===== src/rtl/ucld_pkg.sv =====
package ucld_pkg;
  typedef enum logic [1:0] {
    UC_IDLE = 2'd0,
    UC_REQ  = 2'd1,
    UC_RESP = 2'd2,
    UC_WAIT = 2'd3
  } uc_state_e;
endpackage


===== src/rtl/ucld_age_cmp.sv =====
// Circular age comparison: hit when entry is the same age as or younger than the redirect.
module ucld_age_cmp #(
  parameter int unsigned AGE_W = 4
) (
  input  logic [AGE_W:0] ent_age_i,
  input  logic [AGE_W:0] redir_age_i,
  input  logic           redir_vld_i,
  output logic           hit_o
);
  localparam int unsigned IDX_MSB = AGE_W - 1;

  logic wrap_diff;
  logic idx_gt;
  logic same_age;
  logic younger;

  always_comb begin
    wrap_diff = ent_age_i[AGE_W] ^ redir_age_i[AGE_W];
    idx_gt    = ent_age_i[IDX_MSB:0] > redir_age_i[IDX_MSB:0];
    same_age  = ent_age_i == redir_age_i;
    younger   = wrap_diff ^ idx_gt;
    hit_o     = redir_vld_i & (same_age | younger);
  end
endmodule


===== src/rtl/ucld_hold.sv =====
// Enabled holding register with asynchronous active-low reset.
module ucld_hold #(
  parameter int unsigned W = 8
) (
  input  logic         clk,
  input  logic         rst_n,
  input  logic         en_i,
  input  logic [W-1:0] d_i,
  output logic [W-1:0] q_o
);
  always_ff @(posedge clk or negedge rst_n) begin
    if (!rst_n) begin
      q_o <= '0;
    end else if (en_i) begin
      q_o <= d_i;
    end
  end
endmodule


===== src/rtl/ucld_fsm.sv =====
// Slot state machine with per-state flush handling and pending-flush bit.
module ucld_fsm
  import ucld_pkg::*;
(
  input  logic      clk,
  input  logic      rst_n,
  input  logic      alloc_vld_i,
  input  logic      flush_i,
  input  logic      req_rdy_i,
  input  logic      rsp_hit_i,
  input  logic      wb_rdy_i,
  output uc_state_e state_o,
  output logic      pend_o,
  output logic      req_vld_o,
  output logic      rsp_rdy_o,
  output logic      wb_vld_o,
  output logic      release_o,
  output logic      age_en_o,
  output logic      data_en_o
);
  uc_state_e state_q, state_d;
  logic      pend_q, pend_d;

  always_comb begin
    state_d   = state_q;
    pend_d    = pend_q;
    req_vld_o = 1'b0;
    rsp_rdy_o = 1'b0;
    wb_vld_o  = 1'b0;
    release_o = 1'b0;
    age_en_o  = 1'b0;
    data_en_o = 1'b0;
    unique case (state_q)
      UC_IDLE: begin
        if (alloc_vld_i) begin
          if (flush_i) begin
            release_o = 1'b1;
          end else begin
            age_en_o = 1'b1;
            state_d  = UC_REQ;
          end
        end
      end
      UC_REQ: begin
        if (flush_i) begin
          release_o = 1'b1;
          state_d   = UC_IDLE;
        end else begin
          req_vld_o = 1'b1;
          if (req_rdy_i) begin
            state_d = UC_RESP;
          end
        end
      end
      UC_RESP: begin
        rsp_rdy_o = 1'b1;
        if (rsp_hit_i) begin
          if (flush_i || pend_q) begin
            release_o = 1'b1;
            state_d   = UC_IDLE;
          end else begin
            data_en_o = 1'b1;
            state_d   = UC_WAIT;
          end
        end else if (flush_i) begin
          pend_d = 1'b1;
        end
      end
      UC_WAIT: begin
        if (flush_i) begin
          release_o = 1'b1;
          state_d   = UC_IDLE;
        end else begin
          wb_vld_o = 1'b1;
          if (wb_rdy_i) begin
            release_o = 1'b1;
            state_d   = UC_IDLE;
          end
        end
      end
      default: state_d = UC_IDLE;
    endcase
    if (release_o) begin
      pend_d = 1'b0;
    end
  end

  always_ff @(posedge clk or negedge rst_n) begin
    if (!rst_n) begin
      state_q <= UC_IDLE;
      pend_q  <= 1'b0;
    end else begin
      state_q <= state_d;
      pend_q  <= pend_d;
    end
  end

  assign state_o = state_q;
  assign pend_o  = pend_q;
endmodule


===== src/rtl/ucld_entry_ctrl.sv =====
module ucld_entry_ctrl
  import ucld_pkg::*;
#(
  parameter int unsigned AGE_W    = 4,
  parameter int unsigned ID_W     = 4,
  parameter int unsigned DATA_W   = 64,
  parameter int unsigned ENTRY_ID = 0
) (
  input  logic              clk,
  input  logic              rst_n,
  input  logic              alloc_vld_i,
  input  logic [AGE_W:0]    alloc_age_i,
  input  logic              redir_vld_i,
  input  logic [AGE_W:0]    redir_age_i,
  output logic              req_vld_o,
  input  logic              req_rdy_i,
  output logic [ID_W-1:0]   req_id_o,
  input  logic              rsp_vld_i,
  input  logic [ID_W-1:0]   rsp_id_i,
  output logic              rsp_rdy_o,
  input  logic [DATA_W-1:0] rsp_data_i,
  output logic              wb_vld_o,
  input  logic              wb_rdy_i,
  output logic [DATA_W-1:0] wb_data_o,
  output logic              release_o,
  output logic              busy_o
);
  localparam logic [ID_W-1:0] MY_ID = ID_W'(ENTRY_ID);

  uc_state_e      st_w;
  logic           pend_w;
  logic           flush_w;
  logic           rsp_hit_w;
  logic           age_en_w;
  logic           data_en_w;
  logic [AGE_W:0] age_q;
  logic [AGE_W:0] cmp_age_w;

  assign cmp_age_w = (st_w == UC_IDLE) ? alloc_age_i : age_q;
  assign rsp_hit_w = rsp_vld_i && (rsp_id_i == MY_ID);
  assign req_id_o  = MY_ID;
  assign busy_o    = st_w != UC_IDLE;

  ucld_age_cmp #(.AGE_W(AGE_W)) u_cmp (
    .ent_age_i   (cmp_age_w),
    .redir_age_i (redir_age_i),
    .redir_vld_i (redir_vld_i),
    .hit_o       (flush_w)
  );

  ucld_hold #(.W(AGE_W + 1)) u_age (
    .clk   (clk),
    .rst_n (rst_n),
    .en_i  (age_en_w),
    .d_i   (alloc_age_i),
    .q_o   (age_q)
  );

  ucld_hold #(.W(DATA_W)) u_data (
    .clk   (clk),
    .rst_n (rst_n),
    .en_i  (data_en_w),
    .d_i   (rsp_data_i),
    .q_o   (wb_data_o)
  );

  ucld_fsm u_fsm (
    .clk         (clk),
    .rst_n       (rst_n),
    .alloc_vld_i (alloc_vld_i),
    .flush_i     (flush_w),
    .req_rdy_i   (req_rdy_i),
    .rsp_hit_i   (rsp_hit_w),
    .wb_rdy_i    (wb_rdy_i),
    .state_o     (st_w),
    .pend_o      (pend_w),
    .req_vld_o   (req_vld_o),
    .rsp_rdy_o   (rsp_rdy_o),
    .wb_vld_o    (wb_vld_o),
    .release_o   (release_o),
    .age_en_o    (age_en_w),
    .data_en_o   (data_en_w)
  );
endmodule


===== config.mk =====
export PLATFORM = sky130hd
export DESIGN_NAME = ucld_entry_ctrl
export DESIGN_NICKNAME = d
export VERILOG_FILES = /design/src/rtl/ucld_pkg.sv /design/src/rtl/ucld_age_cmp.sv /design/src/rtl/ucld_hold.sv /design/src/rtl/ucld_fsm.sv /design/src/rtl/ucld_entry_ctrl.sv
export SDC_FILE = /design/constraint.sdc
export NUM_CORES = 1
export LEC_CHECK = 0
export ABC_AREA = 1
export BUFFER_PORTS_ARGS = -buffer_cell sky130_fd_sc_hd__buf_4
export CAP_MARGIN = 20
export CELL_PAD_IN_SITES_DETAIL_PLACEMENT = 0
export CELL_PAD_IN_SITES_GLOBAL_PLACEMENT = 2
export CORE_MARGIN = 5
export CORE_UTILIZATION = 25
export CTS_CLUSTER_DIAMETER = 150
export DETAILED_ROUTE_END_ITERATION = 16
export GPL_TIMING_DRIVEN = 1
export PLACE_DENSITY = 0.81
export SLEW_MARGIN = 5
export SYNTH_ARGS = -nofsm -noshare
export SYNTH_HDL_FRONTEND = slang
export SYNTH_SLANG_ARGS = --single-unit

===== constraint.sdc =====
create_clock -name clk -period 2.65 [get_ports clk]
set_clock_uncertainty 0.05 [all_clocks]
set_input_delay 0.265 -clock clk [delete_from_list [all_inputs] [get_ports clk]]
set_output_delay 0.265 -clock clk [all_outputs]
set_load 0.05 [all_outputs]

==> results by group <==
Synth
  • Synth unique cells: 20
  • Seq/Total Area, Yosys: between 50% and 60%
  • Yosys warning count: 0
  • Mapped Avg Cell Area: 8.46 um^2
  • Mapped Area: about 0.0033 mm^2
  • Yosys reg bits: approximately 70
  • Mapped Cells: between 300 and 400

Placed design
  • Global placer's final weighted congestion: roughly 0.75
  • PortBufs: approximately 150
  • DP Worst Slack: roughly 55 ps
  • Post-detail-place hpwl: between 6000 and 7000 um

STA
  • Tmin final: about 2700 ps
  • Final setup vio count: 1
  • Max Freq: 0.368 GHz
  • Worst Tran Pin Value: slightly above 900 ps
  • Fin. max-slew vios: 0
  • Final worst-path cycle share: 103%
  • Hold Vio Cnt, Final: 0
  • Setup slack after layout: -69.7 ps
  • RSZ-0062 raised after global routing: true
  • Setup TNS: -69.7 ps
  • Slew margin rel.: a little under two fifths

Global routing
  • First-pass GRT wire length: 14800 um
  • Largest net degree at the start of global routing: between 70 and 80
  • Vias in the first global route: a little under 3000
  • GRT Total Usage: 11.7%
  • Global route overflow: 0
  • Initial antenna violation count: 0

Outcome
  • Outcome: complete, but fails checks
  • Violated checks: negative setup slack

Routing
  • Antenna Nets Post-Route: 0
  • Avg WL per Cell: 13.1 um
  • Initial DRT Pass Iterations: 4
  • Drt drc: 0
  • Via density: ~4.0
  • Vias post-DR: 3008
  • DR iter-0 viols: 113
  • Routed wire length: between 9000 and 10000 um

Layout
  • Inserted Diodes: 0
  • Fin nets: between 600 and 700
  • Syn-to-layout area delta: 62.3%
  • Layout cell share with drive strength beyond 1: between 40% and 50%

Floorplanning
  • Die Ht: between 100 and 150 um
  • Core area: 0.0127 mm^2
  • Die area: about 0.015 mm^2
  • Rows: around 40
  • Initial Utilization: between 20 and 30%
  • Die Width: between 100 and 150 um
  • Top Ports: roughly 160

Clock tree
  • CTS H-Tree Depth: 3
  • Clock latency on the worst-skew pair: around 340 ps
  • Clock sinks: between 70 and 80
  • CTS hold repair buffers: 0
  • Clk root buf: clkbuf_16
  • CTS max path bufs: 2
  • TritonCTS clock tree: built
  • CTS buffer count: 9
  • Clk slew on worst S/H paths: ~60 ps

Power
  • Pwr dens: between 1000 and 1500 mW/mm^2
  • VDD IR max: about 510 uV
  • Leak pwr: between 2 and 3 nW

Setup path
  • R2r endpoint: u_age.q_o[2]$_DFFE_PN0P_
  • Worst setup EP type: output port
  • FF-to-FF Start: u_fsm.state_o[1]$_DFFE_PN0P_
  • R2R Setup Slk: 110 ps
  • CP Launch Type: flop
  • CP required: ~2300 ps
  • Worst path arrival time: 2400 ps
  • Worst Path Max Fanout: 7
  • Crit Path Category: flop to output port
  • Cells on worst reg2reg path: 15

Flow run
  • Number of max-cap violations: 0

Hold path
  • Min-delay worst type: input pin to asynchronous set/reset pin
## routing by layer
layer  vias up  GRT usage, %  share of wire (%)
met3        14          5.92                8.4
met2       106          17.9                 47
met4         0          4.71                1.5
li1       1529             -                  -
met1      1359          13.9                 43
met5         -             0                  0
## per-stage QoR
step | power, mW | std cells | hold WS (ps) | area, um^2 | utilization [%]
floorplan | 3.22 | 390 | -80.6 | 3290 | -
global placement | 4.03 | 704 | 422 | 4580 | 36.0
detailed placement | 4.05 | 704 | 429 | 4580 | 36.0
CTS | 5.64 | 738 | 58.0 | 5080 | 39.9
global route | 6.12 | 745 | 110 | 5320 | 41.8
finish | 5.75 | 745 | 14.5 | 5320 | 41.8
## worst max-delay path by stage
stage	start	end	slack, ps	depth (start not counted)
2_1_floorplan	u_fsm.state_o[0]$_DFFE_PN0P_	wb_vld_o	-50	12
3_3_place_gp	u_fsm.state_o[1]$_DFFE_PN0P_	release_o	90	14
3_5_place_dp	u_fsm.state_o[1]$_DFFE_PN0P_	release_o	50	14
4_1_cts	u_fsm.state_o[0]$_DFFE_PN0P_	release_o	-60	14
5_1_grt	u_fsm.state_o[1]$_DFFE_PN0P_	release_o	-240	15
6_report	u_fsm.state_o[1]$_DFFE_PN0P_	release_o	-70	15
## layout make-up
type | instances | area [um^2]
Sequential cell | 72 | 1800
Clock buffer | 14 | 274
Multi-Input combinational cell | 212 | 1120
Fill cell | 1301 | 7410
Timing Repair Buffer | 185 | 1510
Clock inverter | 2 | 60.1
Tap cell | 172 | 215
Inverter | 88 | 330
## repair_timing
item,CTS,global route
setup endpoints to repair,3,57
pin swaps,8,17
setup buffers,18,4
gates cloned,0,5
resized for setup,14,25
## flip-flops by register name, indices dropped and copies added, names as in the netlist
name           flops
u_age.q_o          5
u_data.q_o        64
u_fsm.state_o      2
u_fsm.pend_o       1
## layout by cell type, fill, tap and decap left out, drive strengths merged
master,n
a21boi,1
a21oi,2
buf,182
bufinv,2
clkbuf,17
conb,4
dfrtp,72
ha,5
inv,88
nand2,102
nand3,13
nor2,7
nor4,1
o21ai,73
o21bai,1
o22ai,3
## synthesized netlist by cell type
cell | count | area (um^2)
inv_2 | 2 | 7.51
nand2_1 | 102 | 383
nand3_1 | 10 | 50.1
o21ai_1 | 64 | 320
nand3_4 | 1 | 17.5
dfrtp_1 | 72 | 1800
a21oi_1 | 2 | 10.0
conb_1 | 1 | 3.75
nor2_1 | 6 | 22.5
nor2_2 | 1 | 6.26
nor4_1 | 1 | 6.26
o21bai_1 | 1 | 7.51
o21ai_0 | 9 | 45.0
nand3_2 | 2 | 20.0
a21boi_0 | 1 | 7.51
inv_1 | 86 | 323
ha_1 | 5 | 62.6
buf_6 | 7 | 78.8
o22ai_1 | 3 | 18.8
buf_4 | 11 | 82.6
## critical path: stages (launching register included)
cell	delay, ps
dfrtp_2	430
nor2_4	280
nand2_2	130
o21ai_4	100
ha_4	230
nand2_2	60
inv_2	40
nand2_2	60
nand2_1	50
nand2_1	70
nand3_2	80
nand3_4	130
o21ai_2	70
nand2_1	80
nand3_2	90
buf_8	160
## report_power, final
| group | leakage, nW | switching, mW | total, mW | internal (mW) |
|---|---|---|---|---|
| clock | 0.163 | 0.443 | 1.34 | 0.902 |
| combinational | 1.85 | 1.83 | 2.84 | 1.01 |
| sequential | 0.977 | 0.167 | 1.57 | 1.40 |
| total | 2.99 | 2.44 | 5.75 | 3.32 |
## kinds of logic (layout without fill, tap and decap cells)
group | after synthesis | after routing | share of synthesized area [%]
compound gates | 80 | 80 | 12.5
fa+ha+maj | 5 | 5 | 1.91
buf+inv | 106 | 289 | 15.0
flops | 72 | 72 | 55.0
other cells | 1 | 4 | 0.115
simple gates | 123 | 123 | 15.4
Power figures use the tool's default switching activity.
